`src/rtl/iso_rx_pkg.sv`:
```
package iso_rx_pkg;

    localparam int unsigned BYTE_W = 8;
    localparam int unsigned CSR_W  = 32;

    // positions a CPU driver decodes
    localparam int unsigned BIT_SVC   = 0;
    localparam int unsigned BIT_DONE  = 1;
    localparam int unsigned BIT_OVF   = 2;
    localparam int unsigned BIT_NE    = 6;
    localparam int unsigned BIT_SHORT = 7;

    typedef struct packed {
        logic [BYTE_W-1:0] data;
        logic              last;
    } rx_byte_t;

    typedef struct packed {
        logic shrt;
        logic ne;
        logic ovf;
        logic done;
        logic svc;
    } rx_stat_t;

    function automatic logic [CSR_W-1:0] pack_status(rx_stat_t s);
        logic [CSR_W-1:0] w;
        w            = '0;
        w[BIT_SVC]   = s.svc;
        w[BIT_DONE]  = s.done;
        w[BIT_OVF]   = s.ovf;
        w[BIT_NE]    = s.ne;
        w[BIT_SHORT] = s.shrt;
        return w;
    endfunction

endpackage

```
`src/rtl/iso_rx_store.sv`:
```
module iso_rx_store
    import iso_rx_pkg::*;
#(
    parameter int unsigned DEPTH = 64
) (
    input  logic              clk,
    input  logic              rst,
    input  logic              wr_en,
    input  rx_byte_t          wr_byte,
    input  logic              commit,
    input  logic              rollback,
    input  logic              pop,
    output rx_byte_t          head,
    output logic              full,
    output logic              any_bytes
);
    localparam int unsigned AW = $clog2(DEPTH);

    rx_byte_t      mem [DEPTH];
    logic [AW:0]   wptr, cptr, rptr;

    assign full      = (wptr[AW] != rptr[AW]) && (wptr[AW-1:0] == rptr[AW-1:0]);
    assign any_bytes = (wptr != rptr);
    assign head      = mem[rptr[AW-1:0]];

    always_ff @(posedge clk) begin
        if (wr_en) begin
            mem[wptr[AW-1:0]] <= wr_byte;
        end
    end

    always_ff @(posedge clk) begin
        if (rst) begin
            wptr <= '0;
            cptr <= '0;
            rptr <= '0;
        end else begin
            if (rollback) begin
                wptr <= cptr;
            end else if (wr_en) begin
                wptr <= wptr + 1'b1;
                if (commit) begin
                    cptr <= wptr + 1'b1;
                end
            end
            if (pop) begin
                rptr <= rptr + 1'b1;
            end
        end
    end

endmodule

```
`src/rtl/iso_rx_pktq.sv`:
```
module iso_rx_pktq #(
    parameter int unsigned DEPTH   = 64,
    parameter int unsigned MAX_PKT = 64
) (
    input  logic clk,
    input  logic rst,
    input  logic accept,
    input  logic commit,
    input  logic rollback,
    input  logic pop_last,
    output logic has_pkt,
    output logic head_short
);
    localparam int unsigned AW = $clog2(DEPTH);
    localparam int unsigned CW = $clog2(DEPTH + 1);

    logic [CW-1:0]    cnt;
    logic [CW-1:0]    len;
    logic [DEPTH-1:0] shortq;
    logic [AW-1:0]    qhead, qtail;
    logic             is_short;

    assign is_short   = (int'(len) + 1) < int'(MAX_PKT);
    assign has_pkt    = (cnt != '0);
    assign head_short = has_pkt && shortq[qhead];

    always_ff @(posedge clk) begin
        if (rst) begin
            cnt    <= '0;
            len    <= '0;
            shortq <= '0;
            qhead  <= '0;
            qtail  <= '0;
        end else begin
            if (commit || rollback) begin
                len <= '0;
            end else if (accept) begin
                len <= len + 1'b1;
            end
            if (commit) begin
                shortq[qtail] <= is_short;
                qtail         <= qtail + 1'b1;
            end
            if (pop_last) begin
                qhead <= qhead + 1'b1;
            end
            case ({commit, pop_last})
                2'b10:   cnt <= cnt + 1'b1;
                2'b01:   cnt <= cnt - 1'b1;
                default: cnt <= cnt;
            endcase
        end
    end

endmodule

```
`src/rtl/iso_rx_csr.sv`:
```
module iso_rx_csr
    import iso_rx_pkg::*;
(
    input  logic             clk,
    input  logic             rst,
    input  logic             set_done,
    input  logic             set_ovf,
    input  logic             csr_wr,
    input  logic [CSR_W-1:0] csr_wdata,
    input  logic             svc,
    input  logic             ne,
    input  logic             shrt,
    output logic [CSR_W-1:0] csr_rdata
);
    logic     done_q, ovf_q;
    logic     clr_done, clr_ovf;
    rx_stat_t stat;
    logic     unused_wbits;

    assign clr_done     = csr_wr && csr_wdata[BIT_DONE];
    assign clr_ovf      = csr_wr && csr_wdata[BIT_OVF];
    assign unused_wbits = ^{csr_wdata[CSR_W-1:BIT_OVF+1], csr_wdata[BIT_SVC]};

    always_ff @(posedge clk) begin
        if (rst) begin
            done_q <= 1'b0;
            ovf_q  <= 1'b0;
        end else begin
            done_q <= set_done || (done_q && !clr_done);
            ovf_q  <= set_ovf  || (ovf_q  && !clr_ovf);
        end
    end

    always_comb begin
        stat.svc  = svc;
        stat.done = done_q;
        stat.ovf  = ovf_q;
        stat.ne   = ne;
        stat.shrt = shrt;
        csr_rdata = pack_status(stat);
    end

endmodule

```
`src/rtl/iso_out_rxbuf.sv`:
```
module iso_out_rxbuf
    import iso_rx_pkg::*;
#(
    parameter int unsigned DEPTH   = 64,
    parameter int unsigned MAX_PKT = 64
) (
    input  logic              clk,
    input  logic              rst,
    input  logic              rx_valid,
    input  logic [BYTE_W-1:0] rx_data,
    input  logic              rx_eop,
    input  logic              cpu_pop,
    output logic [BYTE_W-1:0] cpu_rdata,
    input  logic              csr_wr,
    input  logic [CSR_W-1:0]  csr_wdata,
    output logic [CSR_W-1:0]  csr_rdata
);
    logic     dropping;
    logic     full, any_bytes, has_pkt, head_short;
    logic     accept, commit, rollback, pop_ok, pop_last;
    rx_byte_t wr_byte, head;

    assign accept   = rx_valid && !dropping && !full;
    assign commit   = accept && rx_eop;
    assign rollback = rx_valid && !dropping && full;
    assign pop_ok   = cpu_pop && has_pkt;
    assign pop_last = pop_ok && head.last;

    assign wr_byte.data = rx_data;
    assign wr_byte.last = rx_eop;
    assign cpu_rdata    = has_pkt ? head.data : '0;

    // discard the tail of a packet that hit a full buffer
    always_ff @(posedge clk) begin
        if (rst) begin
            dropping <= 1'b0;
        end else if (dropping) begin
            dropping <= !(rx_valid && rx_eop);
        end else begin
            dropping <= rollback && !rx_eop;
        end
    end

    iso_rx_store #(.DEPTH(DEPTH)) u_store (
        .clk       (clk),
        .rst       (rst),
        .wr_en     (accept),
        .wr_byte   (wr_byte),
        .commit    (commit),
        .rollback  (rollback),
        .pop       (pop_ok),
        .head      (head),
        .full      (full),
        .any_bytes (any_bytes)
    );

    iso_rx_pktq #(.DEPTH(DEPTH), .MAX_PKT(MAX_PKT)) u_pktq (
        .clk        (clk),
        .rst        (rst),
        .accept     (accept),
        .commit     (commit),
        .rollback   (rollback),
        .pop_last   (pop_last),
        .has_pkt    (has_pkt),
        .head_short (head_short)
    );

    iso_rx_csr u_csr (
        .clk       (clk),
        .rst       (rst),
        .set_done  (commit),
        .set_ovf   (rollback),
        .csr_wr    (csr_wr),
        .csr_wdata (csr_wdata),
        .svc       (has_pkt),
        .ne        (any_bytes),
        .shrt      (head_short),
        .csr_rdata (csr_rdata)
    );

endmodule

```
`config.mk`:
```
export PLATFORM = sky130hd
export DESIGN_NAME = iso_out_rxbuf
export DESIGN_NICKNAME = d
export VERILOG_FILES = /design/src/rtl/iso_rx_pkg.sv /design/src/rtl/iso_rx_store.sv /design/src/rtl/iso_rx_pktq.sv /design/src/rtl/iso_rx_csr.sv /design/src/rtl/iso_out_rxbuf.sv
export SDC_FILE = /design/constraint.sdc
export NUM_CORES = 1
export LEC_CHECK = 0
export BUFFER_PORTS_ARGS = -buffer_cell sky130_fd_sc_hd__clkbuf_2
export CAP_MARGIN = 20
export CORE_UTILIZATION = 50
export CTS_CLUSTER_SIZE = 28
export DETAILED_ROUTE_END_ITERATION = 7
export MAX_ROUTING_LAYER = met4
export PLACE_DENSITY_LB_ADDON = 0.1
export SYNTH_ARGS = -nofsm -noshare
export SYNTH_HDL_FRONTEND = slang
export SYNTH_HIERARCHICAL = 1
export SYNTH_SLANG_ARGS = --single-unit
```
`constraint.sdc`:
```
create_clock -name clk -period 11 [get_ports clk]
set_input_delay 3.3 -clock clk [delete_from_list [all_inputs] [get_ports clk]]
set_output_delay 3.3 -clock clk [all_outputs]
set_load 0.01 [all_outputs]
```
After elaboration in Yosys (flattened, before gate mapping). Memories as Yosys holds them, arrays and structs flattened. A register that Yosys moved wholly into a read port is not among the register bits. Index checks and enable logic that the tools add are counted.

Input bits: 46. Register bits after elaboration: 114. Output and inout bits: 40. RAM bits: 576. Memories: 1. Logic and storage cells: 73.

Eq/ne operators: 5. Order comparisons: 4. Add/subtract/negate cells: 8. Reductions and logical operators: 29. Bitwise gates (word level): 1. Muxes and demuxes: 14.

Memories: u_store.mem (words 64, bits a word 9, read ports 1, clocked after memory_dff 1, wr ports 1, RTL line iso_rx_store.sv:19) `rx_byte_t mem [DEPTH];`.

Operators with widths (number): $bwmux 64 (1); $lt 32x8->1 const B (1); $add 7x1->7 const B (4); $logic_and 1x1->1 (15); $lt 6x7->1 const B (2); $mux 7 (2); $pmux 7 s2 (1); $add 6x1->6 const B (2); $mux 6 (2); $add 7x1->8 const B (1); $mux 8 (1); $ne 7x7->1 (1); $reduce_bool 7->1 (1); $sub 7x1->7 const B (1); $bmux 1 s6 (1); $demux 1 s6 (1); $eq 6x6->1 (1); $ge 6x1->1 const B (1); $logic_not 1->1 (6); $mux 1 (5); $reduce_bool 2->1 (2); $logic_or 1x1->1 (3); $reduce_and 3->1 (1); $eq 2x1->1 const B (1); 4 further kinds (4).

Longest topological paths before layout.
Word-level depth: 7. Mapped depth: 19. Mapped depth without buffers: 14.

Cells and area by module. Netlist, hierarchy kept.

Modules (own cells, without submodules): iso_rx_store (sequential area each 17837.1 µm², area each 23582.6 µm², instances 1, cells each 1137); iso_rx_pktq (sequential area each 1801.7 µm², area each 4623.2 µm², instances 1, cells each 581); iso_rx_csr (sequential area each 40.0 µm², area each 316.6 µm², instances 1, cells each 41); iso_out_rxbuf (sequential area each 20.0 µm², area each 123.9 µm², instances 1, cells each 16).

Worst setup path after synthesis. Ideal clock, no wire load.

Path kind: in2reg. Start: input port rx_valid. End: register u_pktq.cnt[4]. Buffers on the path: 1. Path slack: 4.885 ns. Stages on the path: 12. Setup time: 0.121 ns. Arrival: 5.994 ns. Cells stage by stage: nor3b_2 > and2_1 > inv_1 > ha_1 > clkbuf_1 > xor2_1 > ha_1 > a21oi_2 > o21ai_0 > a221oi_1 > mux2i_1 > mux2_2.

Longest elaborated chain between the ends: 5.

Ends and longest elaborated chain: start: declaration (RTL line iso_out_rxbuf.sv:9) `input logic rx_valid,`; $logic_and 1x1->1 (*) (2 in a row) (RTL line iso_out_rxbuf.sv:23) `assign accept = rx_valid && !dropping && !full;`; $logic_and 1x1->1 (*) (RTL line iso_out_rxbuf.sv:24) `assign commit = accept && rx_eop;`; net commit (RTL line iso_out_rxbuf.sv:20) `logic accept, commit, rollback, pop_ok, pop_last;`; $eq 2x1->1 or $eq 2x2->1 (tied branches) (RTL line iso_rx_pktq.sv:47) `case ({commit, pop_last})`; $pmux 7 s2 or $reduce_bool 2->1 (tied branches); end signal: assignment (RTL line iso_rx_pktq.sv:48) `2'b10: cnt <= cnt + 1'b1;`; end signal: assignment (RTL line iso_rx_pktq.sv:49) `2'b01: cnt <= cnt - 1'b1;`; end signal: assignment (RTL line iso_rx_pktq.sv:50) `default: cnt <= cnt;`; end: declaration (RTL line iso_rx_pktq.sv:17) `logic [CW-1:0] cnt;`.

The timed path passes the listed nets; every way through them passes the cells marked *. A chain may end at the register's enable or synchronous reset.

==> metrics.md <==
| Metric | Value |
|---|---|
| Total CTS buffers | `74` |
| CP delay by family, top | `multiplexers` |
| Fin crit period | `7276 ps` |
| Starting Density | `50.71%` |
| Die height | `241.4 um` |
| CP Capture Point | `cpu_rdata[4]` |
| # Max-Cap Violations | `0` |
| Post-synth EDFFs | `about 580` |
| Final ANT Viol Nets | `0` |
| Maximum clock rate | `about 140 MHz` |
| Routed len/inst | `24.56 um` |
| Cts hold-fix bufs | `0` |
| Synthesized area | `roughly 29000 um2` |
| Latest clock arrival within the worst-skew pair | `approximately 600 ps` |
| Die Width | `241.4 um` |
| Vias per Instance | `about 5.9` |
| Final hold violations | `0` |
| Final RePlAce weighted congestion | `slightly above 0.8` |
| Initial DRC Count | `1177` |
| Power Dens Cells | `190.3 nW/um2` |
| First-pass DRT Iterations | `5` |
| Largest net degree at the start of global routing | `95` |
| Fill cells | `about 4400` |
| CP Buf/Inv Count | `2` |
| Number of global-route vias before repair | `15100` |
| Synth cell types | `61` |
| Yosys reg bits | `696` |
| Status | `complete, no violations` |
| Drt total wl | `63920 um` |
| CTS Buffer Depth | `3` |
| RR Endpoint | `u_pktq/cnt[4]` |
| GRT Residual Overflow | `0` |
| R2r setup slk | `5200 ps` |
| Ys async rst share | `0%` |
| Area of the core | `56500 um2` |
| Final WS setup | `3724 ps` |
| Initial antenna violation count | `0` |
| Yosys warns | `6` |
| DRC | `0` |
| Worst Setup Start Kind | `register` |
| Clk slew on worst S/H paths | `60 ps` |
| Setup TNS | `0 ps` |
| CP endpoint kind | `output pin` |
| R2R depth | `15` |
| Layout area overhead | `10.85%` |
| Setup Skew | `20.66 ps` |
| Final Non-Filler Cells | `between 2000 and 3000` |
| Hold Slack | `474.7 ps` |
| CTS resizes | `0` |
| I/O Buffers | `28` |
| Post-CTS setup buffers | `0` |
| CTS root buf | `clkbuf_16` |
| ANT cells | `0` |
| Clock Sink Count | `approximately 700` |
| DIE AREA | `around 58000 um2` |
| Post-synthesis sequential area ratio | `68.77%` |
| Crit Path Class | `register to output pin` |
| CTS tree | `done` |
| Post-Place Cells | `about 2500` |
| First-pass GRT wire length | `95850 um` |
| Peak supply drop | `0.0001565 V` |
| H-tree levels | `3` |
| Crit-path max FO | `39` |
| Cell row count | `87` |
| Tightest Hold Check Type | `register to register` |
| Setup violators final | `0` |
| Top-Level Pins | `86` |
| Max-slew headroom | `21.76%` |
| CP Depth | `7` |
| Layout cells sized above 1 | `17.98%` |
| Worst slew pin tran | `1144 ps` |
| Dpl hpwl | `37750 um` |
| Part of the cycle the worst path needs | `66.15%` |
| Worst path most repeated cell | `mux4_2` |
| Dpl ws | `approximately 3800 ps` |
| All-Layer GR Usage | `23.29%` |
| CP Cell Sequence | `buf_4 -> mux4_2 -> mux4_2 -> nor2_1 -> o32ai_1 -> and2_1 -> clkbuf_2` |
| Average cell area after synthesis | `~16 um2` |
| Power, Total | `6042 uW` |
| Slew Limit Fails | `0` |
| Crit-path max cell delay | `between 700 and 800 ps` |
| Lkg Pwr | `roughly 0.0098 uW` |
| # nets final | `1840` |
| Unrepaired setup endpoints after global routing | `false` |
| Crit path DAT | `3980 ps` |
| WP data required | `7700 ps` |
| Main synth FF type | `edfxtp_1` |
| Synth Instances | `roughly 1800` |
| Via count | `15380` |
| Worst path slowest cell | `buf_4` |
Yosys cell counts, types with 4 or more instances:
master,count,share of area (%)
clkbuf_1,62,0.81
and2_1,13,0.28
nand2b_1,5,0.11
ha_1,8,0.35
o32ai_1,6,0.18
mux2i_1,70,2.4
dfxtp_1,120,8.4
mux4_2,150,12
xor2_1,23,0.70
a211oi_1,9,0.24
nand3_1,23,0.40
nor2_1,209,2.7
a2111oi_0,8,0.24
o21ai_0,64,1.1
xnor2_1,15,0.46
mux4_1,10,0.92
buf_2,19,0.33
nand4_1,13,0.28
nand3b_1,9,0.24
nor3_1,27,0.47
nand2_1,90,1.2
edfxtp_1,576,60
or3_1,9,0.20
o221ai_1,14,0.43
a22oi_1,6,0.16
or3b_2,4,0.12
nor2b_1,21,0.46
buf_6,8,0.31
buf_4,44,1.2
buf_1,14,0.18
o22ai_1,5,0.11
a21o_1,8,0.21
a221oi_1,6,0.18
inv_1,8,0.10
a21oi_1,59,1.0
report_power, final:
part | internal (uW) | leakage (uW) | switching [uW]
Clock | 1530 | 0.00120 | 1000
Sequential | 2870 | 0.00615 | 41.0
Combinational | 274 | 0.00243 | 326
stage by stage:
step | utilization (%) | cell area, um2
final | 56.21 | 31750
after global routing | 56.21 | 31750
after CTS | 56.16 | 31730
after detailed placement | 51.78 | 29250
after global placement | 51.78 | 29250
after floorplan | - | 28740
per-layer routing:
| metal | GRT usage (%) | vias to the layer above | share of wire (%) |
|---|---|---|---|
| met5 | - | - | 0 |
| li1 | - | 6853 | - |
| met3 | 3.601 | 89 | 5.4 |
| met4 | 6.483 | 0 | 2.2 |
| met1 | 32.03 | 7982 | 44 |
| met2 | 36.35 | 451 | 49 |
tightest hold or removal path, cell delays in order (launching register included):
cell	delay, ps
dfxtp_1	300
o21ai_0	70
a21oi_1	60
registers in the layout, summed over array words and instances, names as in the netlist, 7 cells and up, named ones only:
signal and flops:
u_store/rptr 7, u_pktq/len 7, u_store/cptr 7, u_store/mem 576, u_store/wptr 7, u_pktq/cnt 7
u_pktq/shortq 64
cell type report:
type	instances	area, um2	share of cell area, %
flip-flops and latches	696	19710	62.07
multi-input cells	948	8209	25.85
clock buffers	95	1973	6.214
well taps	756	945.9	2.979
clock inverters	41	501.7	1.580
repair buffers	58	385.4	1.214
inverters	8	30.03	0.09457
cell usage in the layout, fill, tap and decap left out, drive strengths merged, types with 4 or more instances in the layout:
cell / count
a211oi: 9
inv: 12
or3b: 4
mux4: 160
or3: 9
clkinv: 24
o21ai: 64
a221oi: 6
nand4: 13
xor2: 23
a22oi: 6
dfxtp: 120
o22ai: 5
nand2: 90
nand3: 23
buf: 30
nor2b: 21
and2: 14
a21oi: 60
nor4: 4
bufinv: 11
nand3b: 9
mux2i: 70
xnor2: 15
edfxtp: 576
nand2b: 5
nor2: 209
ha: 8
clkbuf: 123
nor3: 27
a21o: 8
conb: 27
a2111oi: 9
o221ai: 14
o32ai: 6
kinds of logic after synthesis:
kind of cell    synth area share [%]
mux                            15.27
buf+inv                        3.040
xor+xnor                       1.162
compound gates                 4.320
fa+ha+maj                     0.3494
flops                          68.77
other cells                  0.01309
simple gates                   7.076
worst min path at each step:
| stage | cells past startpoint | slack [ps] | to | startpoint |
|---|---|---|---|---|
| final | 2 | 470 | u_pktq/shortq[25] | u_pktq/shortq[25] |
| after global routing | 2 | 490 | u_pktq/shortq[14] | u_pktq/shortq[14] |
| after CTS | 2 | 470 | u_pktq/shortq[51] | u_pktq/shortq[51] |
| after detailed placement | 2 | 470 | u_pktq/shortq[14] | u_pktq/shortq[14] |
| after global placement | 2 | 460 | u_pktq/shortq[61] | u_pktq/shortq[61] |
| after floorplan | 2 | 450 | u_pktq/shortq[58] | u_pktq/shortq[58] |
(Power assumes the default switching activity.)
